`config.mk`:
```
export PLATFORM = sky130hd
export DESIGN_NAME = uop_slot_alloc
export DESIGN_NICKNAME = d
export VERILOG_FILES = /design/src/rtl/uop_alloc_pkg.sv /design/src/rtl/uop_head_lane.sv /design/src/rtl/uop_side_gate.sv /design/src/rtl/uop_slot_pack.sv /design/src/rtl/uop_slot_alloc.sv
export SDC_FILE = /design/constraint.sdc
export NUM_CORES = 1
export LEC_CHECK = 0
export ABC_AREA = 1
export ABC_CLOCK_PERIOD_IN_PS = 3500
export BUFFER_PORTS_ARGS = -buffer_cell sky130_fd_sc_hd__buf_2
export CAP_MARGIN = 20
export CORE_MARGIN = 2
export CORE_UTILIZATION = 46
export DETAILED_ROUTE_END_ITERATION = 12
export PLACE_DENSITY_LB_ADDON = 0.05
export SYNTH_ARGS = -nofsm -noshare
export SYNTH_HDL_FRONTEND = slang
export SYNTH_SLANG_ARGS = --single-unit
```
`constraint.sdc`:
```
create_clock -name clk -period 3.5 [get_ports clk]
set_clock_uncertainty 0.2 [all_clocks]
set_input_delay 0.175 -clock clk [delete_from_list [all_inputs] [get_ports clk]]
set_output_delay 0.175 -clock clk [all_outputs]
set_load 0.01 [all_outputs]
```
`src/rtl/uop_alloc_pkg.sv`:
```
package uop_alloc_pkg;

   typedef enum logic [1:0] {
      HEAD_IDLE    = 2'd0,
      HEAD_SPLIT   = 2'd1,
      HEAD_FINISH  = 2'd2,
      HEAD_ILLEGAL = 2'd3
   } head_act_e;

endpackage

```
`src/rtl/uop_head_lane.sv`:
```
module uop_head_lane
   import uop_alloc_pkg::*;
#(
   parameter int CNT_W    = 4,
   parameter int HEAD_MAX = 4
) (
   input  logic             valid,
   input  logic [CNT_W-1:0] cnt,
   input  logic [CNT_W-1:0] done,
   output head_act_e        act,
   output logic [CNT_W-1:0] n_emit,
   output logic [CNT_W-1:0] next_done
);
   localparam logic [CNT_W-1:0] CHUNK = CNT_W'(HEAD_MAX);

   logic [CNT_W-1:0] remaining;
   assign remaining = cnt - done;

   always_comb begin
      act       = HEAD_IDLE;
      n_emit    = '0;
      next_done = done;
      if (valid) begin
         if (cnt == '0) begin
            act       = HEAD_ILLEGAL;
            next_done = '0;
         end else if (remaining > CHUNK) begin
            act       = HEAD_SPLIT;
            n_emit    = CHUNK;
            next_done = done + CHUNK;
         end else begin
            act       = HEAD_FINISH;
            n_emit    = remaining;
            next_done = '0;
         end
      end
   end
endmodule

```
`src/rtl/uop_side_gate.sv`:
```
module uop_side_gate #(
   parameter int SIDE      = 2,
   parameter int CNT_W     = 4,
   parameter int MAX_TOTAL = 6
) (
   input  logic                  head_done,
   input  logic [CNT_W-1:0]      head_n,
   input  logic [SIDE-1:0]       valid,
   input  logic [SIDE*CNT_W-1:0] cnt,
   output logic [SIDE-1:0]       accept
);
   logic [SIDE-1:0] chain;

   for (genvar k = 0; k < SIDE; k++) begin : g_lane
      logic single, room;
      if (k == 0) begin : g_first
         assign chain[k] = head_done;
      end else begin : g_next
         assign chain[k] = accept[k-1];
      end
      assign single    = cnt[k*CNT_W +: CNT_W] == CNT_W'(1);
      assign room      = (int'(head_n) + k + 1) <= MAX_TOTAL;
      assign accept[k] = chain[k] & valid[k] & single & room;
   end
endmodule

```
`src/rtl/uop_slot_pack.sv`:
```
module uop_slot_pack #(
   parameter int LANES    = 3,
   parameter int SLOTS    = 6,
   parameter int HEAD_MAX = 4,
   parameter int TAG_W    = 6,
   parameter int CNT_W    = 4
) (
   input  logic                   clk,
   input  logic                   rst_n,
   input  logic [CNT_W-1:0]       head_n,
   input  logic [CNT_W-1:0]       head_base,
   input  logic [CNT_W-1:0]       head_cnt,
   input  logic [LANES*TAG_W-1:0] tags,
   input  logic [LANES-2:0]       side_acc,
   output logic [SLOTS-1:0]       slot_valid,
   output logic [SLOTS*TAG_W-1:0] slot_tag,
   output logic [SLOTS*CNT_W-1:0] slot_idx,
   output logic [SLOTS-1:0]       slot_last
);
   logic [TAG_W-1:0] t_a [SLOTS];
   logic [CNT_W-1:0] i_a [SLOTS];

   always_comb begin
      for (int s = 0; s < SLOTS; s++) begin
         slot_valid[s] = 1'b0;
         slot_last[s]  = 1'b0;
         t_a[s]        = '0;
         i_a[s]        = '0;
      end
      for (int s = 0; s < HEAD_MAX; s++) begin
         if (s < int'(head_n)) begin
            slot_valid[s] = 1'b1;
            t_a[s]        = tags[TAG_W-1:0];
            i_a[s]        = head_base + CNT_W'(s);
            slot_last[s]  = (head_base + CNT_W'(s)) == (head_cnt - 1'b1);
         end
      end
      for (int k = 0; k < LANES-1; k++) begin
         if (side_acc[k] && (int'(head_n) + k) < SLOTS) begin
            slot_valid[int'(head_n)+k] = 1'b1;
            t_a[int'(head_n)+k]        = tags[(k+1)*TAG_W +: TAG_W];
            i_a[int'(head_n)+k]        = '0;
            slot_last[int'(head_n)+k]  = 1'b1;
         end
      end
   end

   for (genvar s = 0; s < SLOTS; s++) begin : g_flat
      assign slot_tag[s*TAG_W +: TAG_W] = t_a[s];
      assign slot_idx[s*CNT_W +: CNT_W] = i_a[s];
   end

   // valid slots form one run starting at slot 0
   assert_packed_R6: assert property (@(posedge clk) disable iff (!rst_n)
      ((SLOTS'(slot_valid + 1'b1)) & slot_valid) == '0);
   // an invalid slot never carries a last flag
   assert_last_in_valid_R3: assert property (@(posedge clk) disable iff (!rst_n)
      (slot_last & ~slot_valid) == '0);
endmodule

```
`src/rtl/uop_slot_alloc.sv`:
```
module uop_slot_alloc
   import uop_alloc_pkg::*;
#(
   parameter int LANES     = 3,
   parameter int HEAD_MAX  = 4,
   parameter int MAX_TOTAL = 6,
   parameter int TAG_W     = 6,
   parameter int CNT_W     = 4
) (
   input  logic                       clk,
   input  logic                       rst_n,
   input  logic                       out_ready,
   input  logic [LANES-1:0]           in_valid,
   input  logic [LANES*TAG_W-1:0]     in_tag,
   input  logic [LANES*CNT_W-1:0]     in_cnt,
   output logic [$clog2(LANES+1)-1:0] in_take,
   output logic [MAX_TOTAL-1:0]       slot_valid,
   output logic [MAX_TOTAL*TAG_W-1:0] slot_tag,
   output logic [MAX_TOTAL*CNT_W-1:0] slot_idx,
   output logic [MAX_TOTAL-1:0]       slot_last,
   output logic                       err
);
   localparam int SLOTS  = MAX_TOTAL;
   localparam int SIDE   = LANES - 1;
   localparam int TAKE_W = $clog2(LANES + 1);

   if (LANES < 2)                     begin : g_chk_lanes  $error("LANES must be at least 2"); end
   if (HEAD_MAX > MAX_TOTAL)          begin : g_chk_budget $error("HEAD_MAX exceeds MAX_TOTAL"); end
   if (HEAD_MAX >= (1 << CNT_W))      begin : g_chk_cnt    $error("CNT_W too narrow for HEAD_MAX"); end

   logic [CNT_W-1:0] done_q, done_d, head_n;
   head_act_e        act;
   logic [SIDE-1:0]  side_acc;
   logic [LANES-1:0] live;
   logic             head_consumed;

   assign live = in_valid & {LANES{out_ready}};

   uop_head_lane #(.CNT_W(CNT_W), .HEAD_MAX(HEAD_MAX)) u_head (
      .valid     (live[0]),
      .cnt       (in_cnt[CNT_W-1:0]),
      .done      (done_q),
      .act       (act),
      .n_emit    (head_n),
      .next_done (done_d)
   );

   uop_side_gate #(.SIDE(SIDE), .CNT_W(CNT_W), .MAX_TOTAL(MAX_TOTAL)) u_side (
      .head_done (act == HEAD_FINISH),
      .head_n    (head_n),
      .valid     (live[LANES-1:1]),
      .cnt       (in_cnt[LANES*CNT_W-1:CNT_W]),
      .accept    (side_acc)
   );

   uop_slot_pack #(.LANES(LANES), .SLOTS(SLOTS), .HEAD_MAX(HEAD_MAX),
                   .TAG_W(TAG_W), .CNT_W(CNT_W)) u_pack (
      .clk        (clk),
      .rst_n      (rst_n),
      .head_n     (head_n),
      .head_base  (done_q),
      .head_cnt   (in_cnt[CNT_W-1:0]),
      .tags       (in_tag),
      .side_acc   (side_acc),
      .slot_valid (slot_valid),
      .slot_tag   (slot_tag),
      .slot_idx   (slot_idx),
      .slot_last  (slot_last)
   );

   assign head_consumed = (act == HEAD_FINISH) || (act == HEAD_ILLEGAL);
   assign in_take       = TAKE_W'(head_consumed) + TAKE_W'($countones(side_acc));
   assign err           = (act == HEAD_ILLEGAL);

   always_ff @(posedge clk or negedge rst_n) begin
      if (!rst_n) done_q <= '0;
      else        done_q <= done_d;
   end

   // a stalled cycle emits and consumes nothing
   assert_stall_quiet_R7: assert property (@(posedge clk) disable iff (!rst_n)
      !out_ready |-> (slot_valid == '0 && in_take == '0 && !err));
   // split offset frozen across a stalled cycle
   assert_hold_offset_R7: assert property (@(posedge clk) disable iff (!rst_n)
      !out_ready |=> done_q == $past(done_q));
   // a chunk without a last flag means nothing leaves the queue
   assert_split_stall_R4: assert property (@(posedge clk) disable iff (!rst_n)
      (slot_valid[0] && slot_last == '0) |-> in_take == '0);
   // dropped instruction produces no slot and exactly one pop
   assert_err_drop_R8: assert property (@(posedge clk) disable iff (!rst_n)
      err |-> (slot_valid == '0 && in_take == TAKE_W'(1)));
   // slot count never exceeds the per-cycle budget
   assert_budget_R2: assert property (@(posedge clk) disable iff (!rst_n)
      $countones(slot_valid) <= int'(head_n) + SIDE);
endmodule

```
==> run_summary.xml, run 1 <==
<?xml version="1.0" encoding="UTF-8"?>
<metrics>
  <group name="die">
    <metric name="die-width" unit="um">82.58</metric>
    <metric name="rows" unit="">28</metric>
    <metric name="initial_utilization" unit="%">47.69</metric>
    <metric name="die_area" unit="mm^2">0.006819</metric>
    <metric name="top_level_ports" unit="">111</metric>
    <metric name="floorplan.core_area" unit="mm^2">0.005956</metric>
    <metric name="die_h" unit="um">82.58</metric>
  </group>
  <group name="timing">
    <metric name="final.hold.worst_slack" unit="ps">74.06</metric>
    <metric name="post_route_clock_period_utilization" unit="%">98.17</metric>
    <metric name="max_freq" unit="MHz">291.1</metric>
    <metric name="rsz0062_at_grt" unit="">true</metric>
    <metric name="setup_failing_eps_final" unit="">0</metric>
    <metric name="period_minus_slack" unit="ps">3436</metric>
    <metric name="finalSetupTns" unit="ps">0</metric>
    <metric name="actual_transition_at_the_worst_max_transition_pin" unit="ps">562.9</metric>
    <metric name="timing_max_transition_violations_final" unit="">0</metric>
    <metric name="final_hold_violation_count" unit="">0</metric>
    <metric name="setup_ws" unit="ps">64.20</metric>
    <metric name="slew-limit-headroom" unit="%">62.38</metric>
  </group>
  <group name="final_layout">
    <metric name="regMostFlops" unit="">done_q</metric>
    <metric name="fraction_of_layout_instances_using_a_drive_strength_above_1" unit="%">31.64</metric>
    <metric name="final_cell_area" unit="mm^2">0.003805</metric>
    <metric name="flip_flop_count_of_the_largest_register_all_copies_and_words_added" unit="">2</metric>
    <metric name="mostFrequentLayoutCell" unit="">nand2_1</metric>
    <metric name="antennaDiodeCount" unit="">0</metric>
    <metric name="most-common-layout-cells" unit="">nand2_1, buf_2, nand3_1, inv_1</metric>
    <metric name="final_stage_net_count" unit="">724</metric>
    <metric name="synthToLayoutAreaGrowth" unit="%">33.96</metric>
    <metric name="stdcell_count" unit="">745</metric>
    <metric name="reg_top3" unit="">done_q x2</metric>
  </group>
  <group name="power_and_ir_drop">
    <metric name="ir_worst_vdd" unit="uV">418.4</metric>
    <metric name="clock_power_share" unit="%">8.7</metric>
    <metric name="pwr-share-seq" unit="%">4.6</metric>
    <metric name="p_sw_share" unit="%">58.27</metric>
    <metric name="power.share.combinational" unit="%">86.8</metric>
    <metric name="p_int" unit="mW">0.4447</metric>
    <metric name="total_leakage_power" unit="nW">2.267</metric>
    <metric name="pwr_per_cell_area" unit="mW/mm^2">280.1</metric>
    <metric name="net-switching-power" unit="mW">0.6210</metric>
  </group>
  <group name="placement">
    <metric name="placed_area" unit="mm^2">0.003317</metric>
    <metric name="dpl_worst_slack" unit="ps">67.48</metric>
    <metric name="placedCellCount" unit="">719</metric>
    <metric name="place_hpwl" unit="um">7260</metric>
    <metric name="portBuffers" unit="">98</metric>
    <metric name="globalplace.congestion" unit="">0.8901</metric>
  </group>
  <group name="clocking">
    <metric name="tritoncts" unit="">yes</metric>
    <metric name="root_buffer_cell" unit="">clkbuf_8</metric>
    <metric name="clk_path_buf_depth" unit="">2</metric>
    <metric name="clkTransAtPathRegs" unit="ps">30</metric>
    <metric name="numClockSinks" unit="">2</metric>
    <metric name="cts_inserted_buffers" unit="">3</metric>
    <metric name="cts_htree_levels" unit="">1</metric>
    <metric name="clock_latency" unit="ps">220</metric>
  </group>
  <group name="global_route">
    <metric name="grt_overflow_total" unit="">0</metric>
    <metric name="total_grt_usage" unit="%">27.51</metric>
    <metric name="grt_first_pass_wirelength" unit="um">14880</metric>
    <metric name="first_global_vias" unit="">3144</metric>
    <metric name="grt_start_max_net_pins" unit="">30</metric>
    <metric name="antenna_violations_before_repair" unit="">0</metric>
  </group>
  <group name="drt">
    <metric name="via_per_inst" unit="">5.232</metric>
    <metric name="drt.antenna.violating_nets" unit="">0</metric>
    <metric name="final_routed_wire_length_divided_by_cell_count" unit="um">13.74</metric>
    <metric name="post-route-drc-count" unit="">0</metric>
    <metric name="drt_pass_1_iters" unit="">5</metric>
    <metric name="postRouteWirelength" unit="um">10230</metric>
    <metric name="first_iter_violations" unit="">378</metric>
    <metric name="vias" unit="">3898</metric>
  </group>
  <group name="logic_synthesis">
    <metric name="synth_sequential_area_ratio" unit="%">1.762</metric>
    <metric name="post_synth.cell_area_avg" unit="um^2">5.072</metric>
    <metric name="synthesis.area" unit="mm^2">0.002840</metric>
    <metric name="post_synth_num_cell_types" unit="">39</metric>
    <metric name="synth_warnings" unit="">0</metric>
    <metric name="register_bit_total_from_synthesis" unit="">2</metric>
    <metric name="synthesis.instances" unit="">560</metric>
  </group>
  <group name="critical_path">
    <metric name="worstPathArrival" unit="ps">3060</metric>
    <metric name="timing.critical_path.slowest_cell_delay" unit="ps">380</metric>
    <metric name="slowest_library_cell_on_the_worst_path" unit="">dfrtp_1</metric>
    <metric name="worst_path_most_repeated_cell" unit="">nand2_2</metric>
    <metric name="critical_path_type" unit="">reg2out</metric>
    <metric name="crit_path_end_kind" unit="">primary output</metric>
    <metric name="required" unit="ps">3120</metric>
    <metric name="critPathLaunchType" unit="">register</metric>
    <metric name="rr_worst_depth" unit="">11</metric>
    <metric name="maximum_fanout_count_along_the_critical_path" unit="">8</metric>
    <metric name="crit_path_cell_trace" unit="">inv_2 &gt; ha_4 &gt; nor2_1 &gt; nand3_2 &gt; nand3_2 &gt; nand2_4 &gt; inv_1 &gt; ha_2 &gt; nand4_1 &gt; nor2_1 &gt; nor2_2 &gt; nand2_2 &gt; nand2_2 &gt; inv_2 &gt; nor2_2 &gt; nand2_2 &gt; inv_4 &gt; buf_4 &gt; a21oi_1 &gt; buf_2</metric>
  </group>
  <group name="outcome">
    <metric name="run_status" unit="">completed</metric>
  </group>
  <group name="min_path">
    <metric name="hold_path.class" unit="">in2async</metric>
  </group>
  <group name="flow_run">
    <metric name="maxCapViolCount" unit="">0</metric>
  </group>
</metrics>
## worst paths after layout
check | slack (ps) | endpoint | from
setup / recovery | 60 | slot_idx[7] | done_q[2]$_DFFE_PN0P_
hold / removal | 70 | done_q[2]$_DFFE_PN0P_ | rst_n
setup reg to reg | 1420 | done_q[2]$_DFFE_PN0P_ | done_q[2]$_DFFE_PN0P_
hold reg to reg | 540 | done_q[2]$_DFFE_PN0P_ | done_q[2]$_DFFE_PN0P_
max in group asynchronous | 2920 | done_q[3]$_DFFE_PN0P_ | rst_n
min in group clk | 210 | done_q[2]$_DFFE_PN0P_ | in_valid[0]
## worst max-delay path, delay by kind of cell, from the launching register on
| family | cells | cell delay [ps] |
|---|---|---|
| and+or+nand+nor | 11 | 1190 |
| buffers and inverters | 6 | 660 |
| adders and majority gates | 2 | 460 |
| DFF | 1 | 380 |
| AOI/OAI and AO/OA | 1 | 140 |
## cell type report
cell class                 count  area (um^2)
multi-input combinational    470         2487
timing repair buffer         137        897.1
sequential                     2        50.05
clock buffer                   3        41.29
inverter                      58        235.2
fill                         612         2151
tap                           75        93.84
## metrics by stage
stage | power [mW] | utilization [%]
global route | 1.157 | 63.89
CTS | 0.9648 | 58.93
floorplan | 0.6143 | -
detailed placement | 0.8254 | 55.69
global placement | 0.8123 | 55.69
finish | 1.066 | 63.89
## power groups by stage
| stage | Combinational [mW] | Clock, mW | Sequential [mW] |
|---|---|---|---|
| 2_1_floorplan | 0.565 | 0 | 0.0490 |
| 3_3_place_gp | 0.766 | 0 | 0.0467 |
| 3_5_place_dp | 0.778 | 0 | 0.0475 |
| 4_1_cts | 0.822 | 0.0945 | 0.0483 |
| 5_1_grt | 1.01 | 0.0952 | 0.0513 |
| 6_report | 0.925 | 0.0927 | 0.0485 |
## kinds of logic (layout without fill, tap and decap cells)
kind of cell    count (synthesis)  in the layout  share of synthesized area (%)
compound gates                 54             54                          10.57
xor+xnor                        4              4                          1.234
fa+ha+maj                      16             16                          7.313
buf+inv                       100            198                          17.97
flops                           2              2                          1.762
other cells                     2             14                         0.2644
simple gates                  382            382                          60.88
## what timing repair did
action	in CTS	in global routing
gates cloned	1	3
hold endpoints to repair	2	0
pin swaps	5	17
hold buffers	1	0
setup endpoints to repair	54	55
setup buffers	4	16
gates resized for setup	18	39
## cell usage after synthesis, drive strengths merged
library cell / number / area (um^2)
a21oi: 11 / 58.81
a31oi: 1 / 6.260
buf: 29 / 230.2
clkbuf: 13 / 55.05
clkinv: 1 / 3.750
conb: 2 / 7.510
dfrtp: 2 / 50.05
fa: 1 / 20.02
ha: 15 / 187.7
inv: 57 / 221.5
nand2: 265 / 1066
nand3: 71 / 375.4
nand3b: 3 / 26.27
nand4: 11 / 68.82
nor2: 28 / 166.4
nor3: 3 / 20.02
nor4: 1 / 6.260
o211ai: 4 / 30.03
o21ai: 35 / 175.2
o21bai: 3 / 30.03
xnor2: 2 / 17.52
xor2: 2 / 17.52
## metal layers
metal	track usage, %	part of all wire (%)
met5	0	0
met4	10.66	3.0
met3	2.826	7.3
met2	46.94	47
met1	35.43	42
Power figures use the tool's default switching activity.
==> inputs of run 2 (changes only) <==
--- a/config.mk
+++ b/config.mk
@@ -10,9 +10,10 @@
 export BUFFER_PORTS_ARGS = -buffer_cell sky130_fd_sc_hd__buf_2
 export CAP_MARGIN = 20
 export CORE_MARGIN = 2
-export CORE_UTILIZATION = 46
+export CORE_UTILIZATION = 45
 export DETAILED_ROUTE_END_ITERATION = 12
 export PLACE_DENSITY_LB_ADDON = 0.05
 export SYNTH_ARGS = -nofsm -noshare
 export SYNTH_HDL_FRONTEND = slang
+export SYNTH_HIERARCHICAL = 1
 export SYNTH_SLANG_ARGS = --single-unit
==> run_summary.xml, run 2 <==
<?xml version="1.0" encoding="UTF-8"?>
<metrics>
  <group name="outcome">
    <metric name="run_status" unit="">complete, but fails checks</metric>
    <metric name="failed_checks" unit="">setup timing</metric>
  </group>
  <group name="global_route">
    <metric name="antenna_violations_before_repair" unit="">0</metric>
    <metric name="grt_overflow_total" unit="">0</metric>
    <metric name="first_global_vias" unit="">3439</metric>
    <metric name="total_grt_usage" unit="%">29.50</metric>
    <metric name="grt_start_max_net_pins" unit="">17</metric>
    <metric name="grt_first_pass_wirelength" unit="um">15500</metric>
  </group>
  <group name="clocking">
    <metric name="cts_inserted_buffers" unit="">3</metric>
    <metric name="clk_path_buf_depth" unit="">2</metric>
    <metric name="tritoncts" unit="">yes</metric>
    <metric name="numClockSinks" unit="">4</metric>
    <metric name="root_buffer_cell" unit="">clkbuf_8</metric>
    <metric name="clkTransAtPathRegs" unit="ps">30</metric>
    <metric name="cts_htree_levels" unit="">1</metric>
    <metric name="clock_latency" unit="ps">210</metric>
  </group>
  <group name="timing">
    <metric name="setup_failing_eps_final" unit="">66</metric>
    <metric name="setup_ws" unit="ps">-372.3</metric>
    <metric name="final_hold_violation_count" unit="">0</metric>
    <metric name="rsz0062_at_grt" unit="">true</metric>
    <metric name="period_minus_slack" unit="ps">3872</metric>
    <metric name="max_freq" unit="MHz">258.2</metric>
    <metric name="post_route_clock_period_utilization" unit="%">110.6</metric>
    <metric name="finalSetupTns" unit="ps">-19740</metric>
    <metric name="timing_max_transition_violations_final" unit="">0</metric>
  </group>
  <group name="drt">
    <metric name="topRoutingLayerUsed" unit="">met4</metric>
    <metric name="first_iter_violations" unit="">379</metric>
    <metric name="drt-met1-wl" unit="um">4199</metric>
    <metric name="detailroute.wirelength.met2" unit="um">4604</metric>
    <metric name="drt_pass_1_iters" unit="">5</metric>
    <metric name="drt.antenna.violating_nets" unit="">0</metric>
    <metric name="postRouteWirelength" unit="um">9968</metric>
    <metric name="met3_length" unit="um">968</metric>
    <metric name="final_routed_wire_length_divided_by_cell_count" unit="um">13.54</metric>
    <metric name="via_per_inst" unit="">5.274</metric>
    <metric name="post-route-drc-count" unit="">0</metric>
    <metric name="vias" unit="">3882</metric>
  </group>
  <group name="critical_path">
    <metric name="regToRegStartpoint" unit="">done_q[0]$_DFF_PN0_</metric>
    <metric name="worstPathArrival" unit="ps">3500</metric>
    <metric name="cp.buffers_inverters" unit="">6</metric>
    <metric name="crit_path_end_kind" unit="">primary output</metric>
    <metric name="critPathLaunchType" unit="">register</metric>
    <metric name="required" unit="ps">3120</metric>
    <metric name="slowest_library_cell_on_the_worst_path" unit="">fa_1</metric>
    <metric name="crit_path_cell_trace" unit="">ha_2 &gt; fa_1 &gt; nand2_1 &gt; nand2_2 &gt; nand3_4 &gt; nor3_4 &gt; inv_2 &gt; ha_4 &gt; inv_2 &gt; nor2_1 &gt; nand3_1 &gt; nand2_2 &gt; nor2_4 &gt; nand2_2 &gt; nor2_4 &gt; nand2_2 &gt; nor2_4 &gt; buf_12 &gt; buf_6 &gt; buf_16 &gt; nand3_1 &gt; nand2_2 &gt; buf_2</metric>
    <metric name="maximum_fanout_count_along_the_critical_path" unit="">8</metric>
    <metric name="worst-r2r-setup-slack" unit="ps">1480</metric>
    <metric name="worst_path_most_repeated_cell" unit="">nand2_2</metric>
    <metric name="worst_r2r_endpoint" unit="">done_q[0]$_DFF_PN0_</metric>
    <metric name="rr_worst_depth" unit="">8</metric>
    <metric name="crit_family" unit="">simple AND/OR/NAND/NOR gates</metric>
    <metric name="timing.critical_path.slowest_cell_delay" unit="ps">500</metric>
    <metric name="critical_path_type" unit="">reg2out</metric>
  </group>
  <group name="logic_synthesis">
    <metric name="synth_enable_flop_cells" unit="">0</metric>
    <metric name="postSynth.asyncResetShare" unit="%">100.0</metric>
    <metric name="synth_sequential_area_ratio" unit="%">3.850</metric>
    <metric name="register_bit_total_from_synthesis" unit="">4</metric>
    <metric name="synth_commonest_cells" unit="">nand2_1, inv_1, nand3_1</metric>
    <metric name="synthesis.area" unit="mm^2">0.002600</metric>
    <metric name="post_synth_num_cell_types" unit="">33</metric>
    <metric name="synth_warnings" unit="">6</metric>
    <metric name="synth_flop_cell" unit="">dfrtp_1</metric>
    <metric name="synth_top_area_share" unit="%">30.03</metric>
    <metric name="synth_largest_area_cell" unit="">nand2_1</metric>
    <metric name="post_synth.cell_area_avg" unit="um^2">5.010</metric>
    <metric name="synth_most_common_cell" unit="">nand2_1</metric>
    <metric name="synthesis.instances" unit="">519</metric>
    <metric name="netlist_top_cells_area" unit="">nand2_1, inv_1, nand3_1</metric>
  </group>
  <group name="die">
    <metric name="rows" unit="">27</metric>
    <metric name="die_h" unit="um">80.01</metric>
    <metric name="floorplan.core_area" unit="mm^2">0.005540</metric>
    <metric name="top_level_ports" unit="">111</metric>
    <metric name="initial_utilization" unit="%">46.93</metric>
    <metric name="die-width" unit="um">80.01</metric>
    <metric name="die_area" unit="mm^2">0.006402</metric>
  </group>
  <group name="final_layout">
    <metric name="most-common-layout-cells" unit="">nand2_1, buf_2, inv_1, nand2_2, nand3_1</metric>
    <metric name="final_stage_net_count" unit="">718</metric>
    <metric name="flip_flop_count_of_the_largest_register_all_copies_and_words_added" unit="">4</metric>
    <metric name="fraction_of_layout_instances_using_a_drive_strength_above_1" unit="%">41.57</metric>
    <metric name="mostFrequentLayoutCell" unit="">nand2_1</metric>
    <metric name="regMostFlops" unit="">done_q</metric>
    <metric name="reg_top3" unit="">done_q x4</metric>
    <metric name="antennaDiodeCount" unit="">0</metric>
    <metric name="synthToLayoutAreaGrowth" unit="%">60.83</metric>
  </group>
  <group name="flow_run">
    <metric name="maxCapViolCount" unit="">0</metric>
  </group>
  <group name="placement">
    <metric name="place_hpwl" unit="um">7550</metric>
    <metric name="portBuffers" unit="">102</metric>
    <metric name="globalplace.congestion" unit="">0.9319</metric>
  </group>
  <group name="power_and_ir_drop">
    <metric name="report.power.total" unit="mW">1.298</metric>
    <metric name="total_leakage_power" unit="nW">2.407</metric>
    <metric name="pwr_per_cell_area" unit="mW/mm^2">310.4</metric>
    <metric name="ir_worst_vdd" unit="uV">320.6</metric>
  </group>
  <group name="min_path">
    <metric name="hold_path.class" unit="">in2async</metric>
  </group>
</metrics>
[run 2: where the power goes]
part           total [mW]  internal (mW)  switching, mW
Clock              0.0954         0.0732         0.0222
Combinational        1.13          0.450          0.681
Sequential         0.0719         0.0596         0.0123
Total                1.30          0.582          0.716
[run 2: worst max path at each step]
stage	endpoint	depth (start not counted)	from
after detailed placement	slot_tag[15]	23	done_q[0]$_DFF_PN0_
after global routing	slot_tag[3]	23	done_q[0]$_DFF_PN0_
after CTS	slot_tag[24]	22	done_q[0]$_DFF_PN0_
after global placement	slot_tag[15]	23	done_q[0]$_DFF_PN0_
after floorplan	slot_tag[30]	21	done_q[0]$_DFF_PN0_
final	slot_tag[12]	23	done_q[0]$_DFF_PN0_
[run 2: cell type report]
type                    instances  area (um^2)
multi-input cells             414         2446
fillers                       457         1359
repair buffers                156         1177
inverters                      87        326.6
flip-flops and latches          4        100.1
well taps                      72        90.09
clock buffers                   3        41.29
[run 2: per-stage QoR]
step | hold slack [ps] | cell area (um^2) | instances | worst slack (ps) | util, %
2_1_floorplan | -320.6 | 2887 | 526 | -282.5 | -
6_report | 113.4 | 4182 | 736 | -372.3 | 75.47
5_1_grt | 120.4 | 4182 | 736 | -559.3 | 75.47
3_5_place_dp | -215.8 | 3685 | 721 | -288.4 | 66.51
4_1_cts | 94.39 | 3919 | 731 | -349.8 | 70.73
3_3_place_gp | -217.0 | 3685 | 721 | -178.1 | 66.51
[run 2: what timing repair did]
item,CTS,global route
pin swaps,5,10
cloned,2,2
hold buffers,1,0
endpoints found under the setup margin,66,66
buffers inserted,4,5
hold endpoints to repair,4,0
gates resized for setup,25,42
[run 2: kinds of logic (layout without fill, tap and decap cells)]
group | count (synthesis) | after routing | share of synthesized area, %
XOR/XNOR | 9 | 9 | 3.032
buffers and inverters | 108 | 246 | 18.82
AO/OA/AOI/OAI | 44 | 44 | 9.865
other | 2 | 9 | 0.2888
AND/OR/NAND/NOR | 336 | 336 | 55.87
adder cells (fa/ha/maj) | 16 | 16 | 8.277
flip-flops | 4 | 4 | 3.850
[run 2: routing by layer]
layer / GRT usage [%] / vias to the layer above
met5: 0 / -
met4: 5.254 / 0
met3: 2.602 / 28
met2: 49.83 / 234
met1: 40.96 / 1742
li1: - / 1878
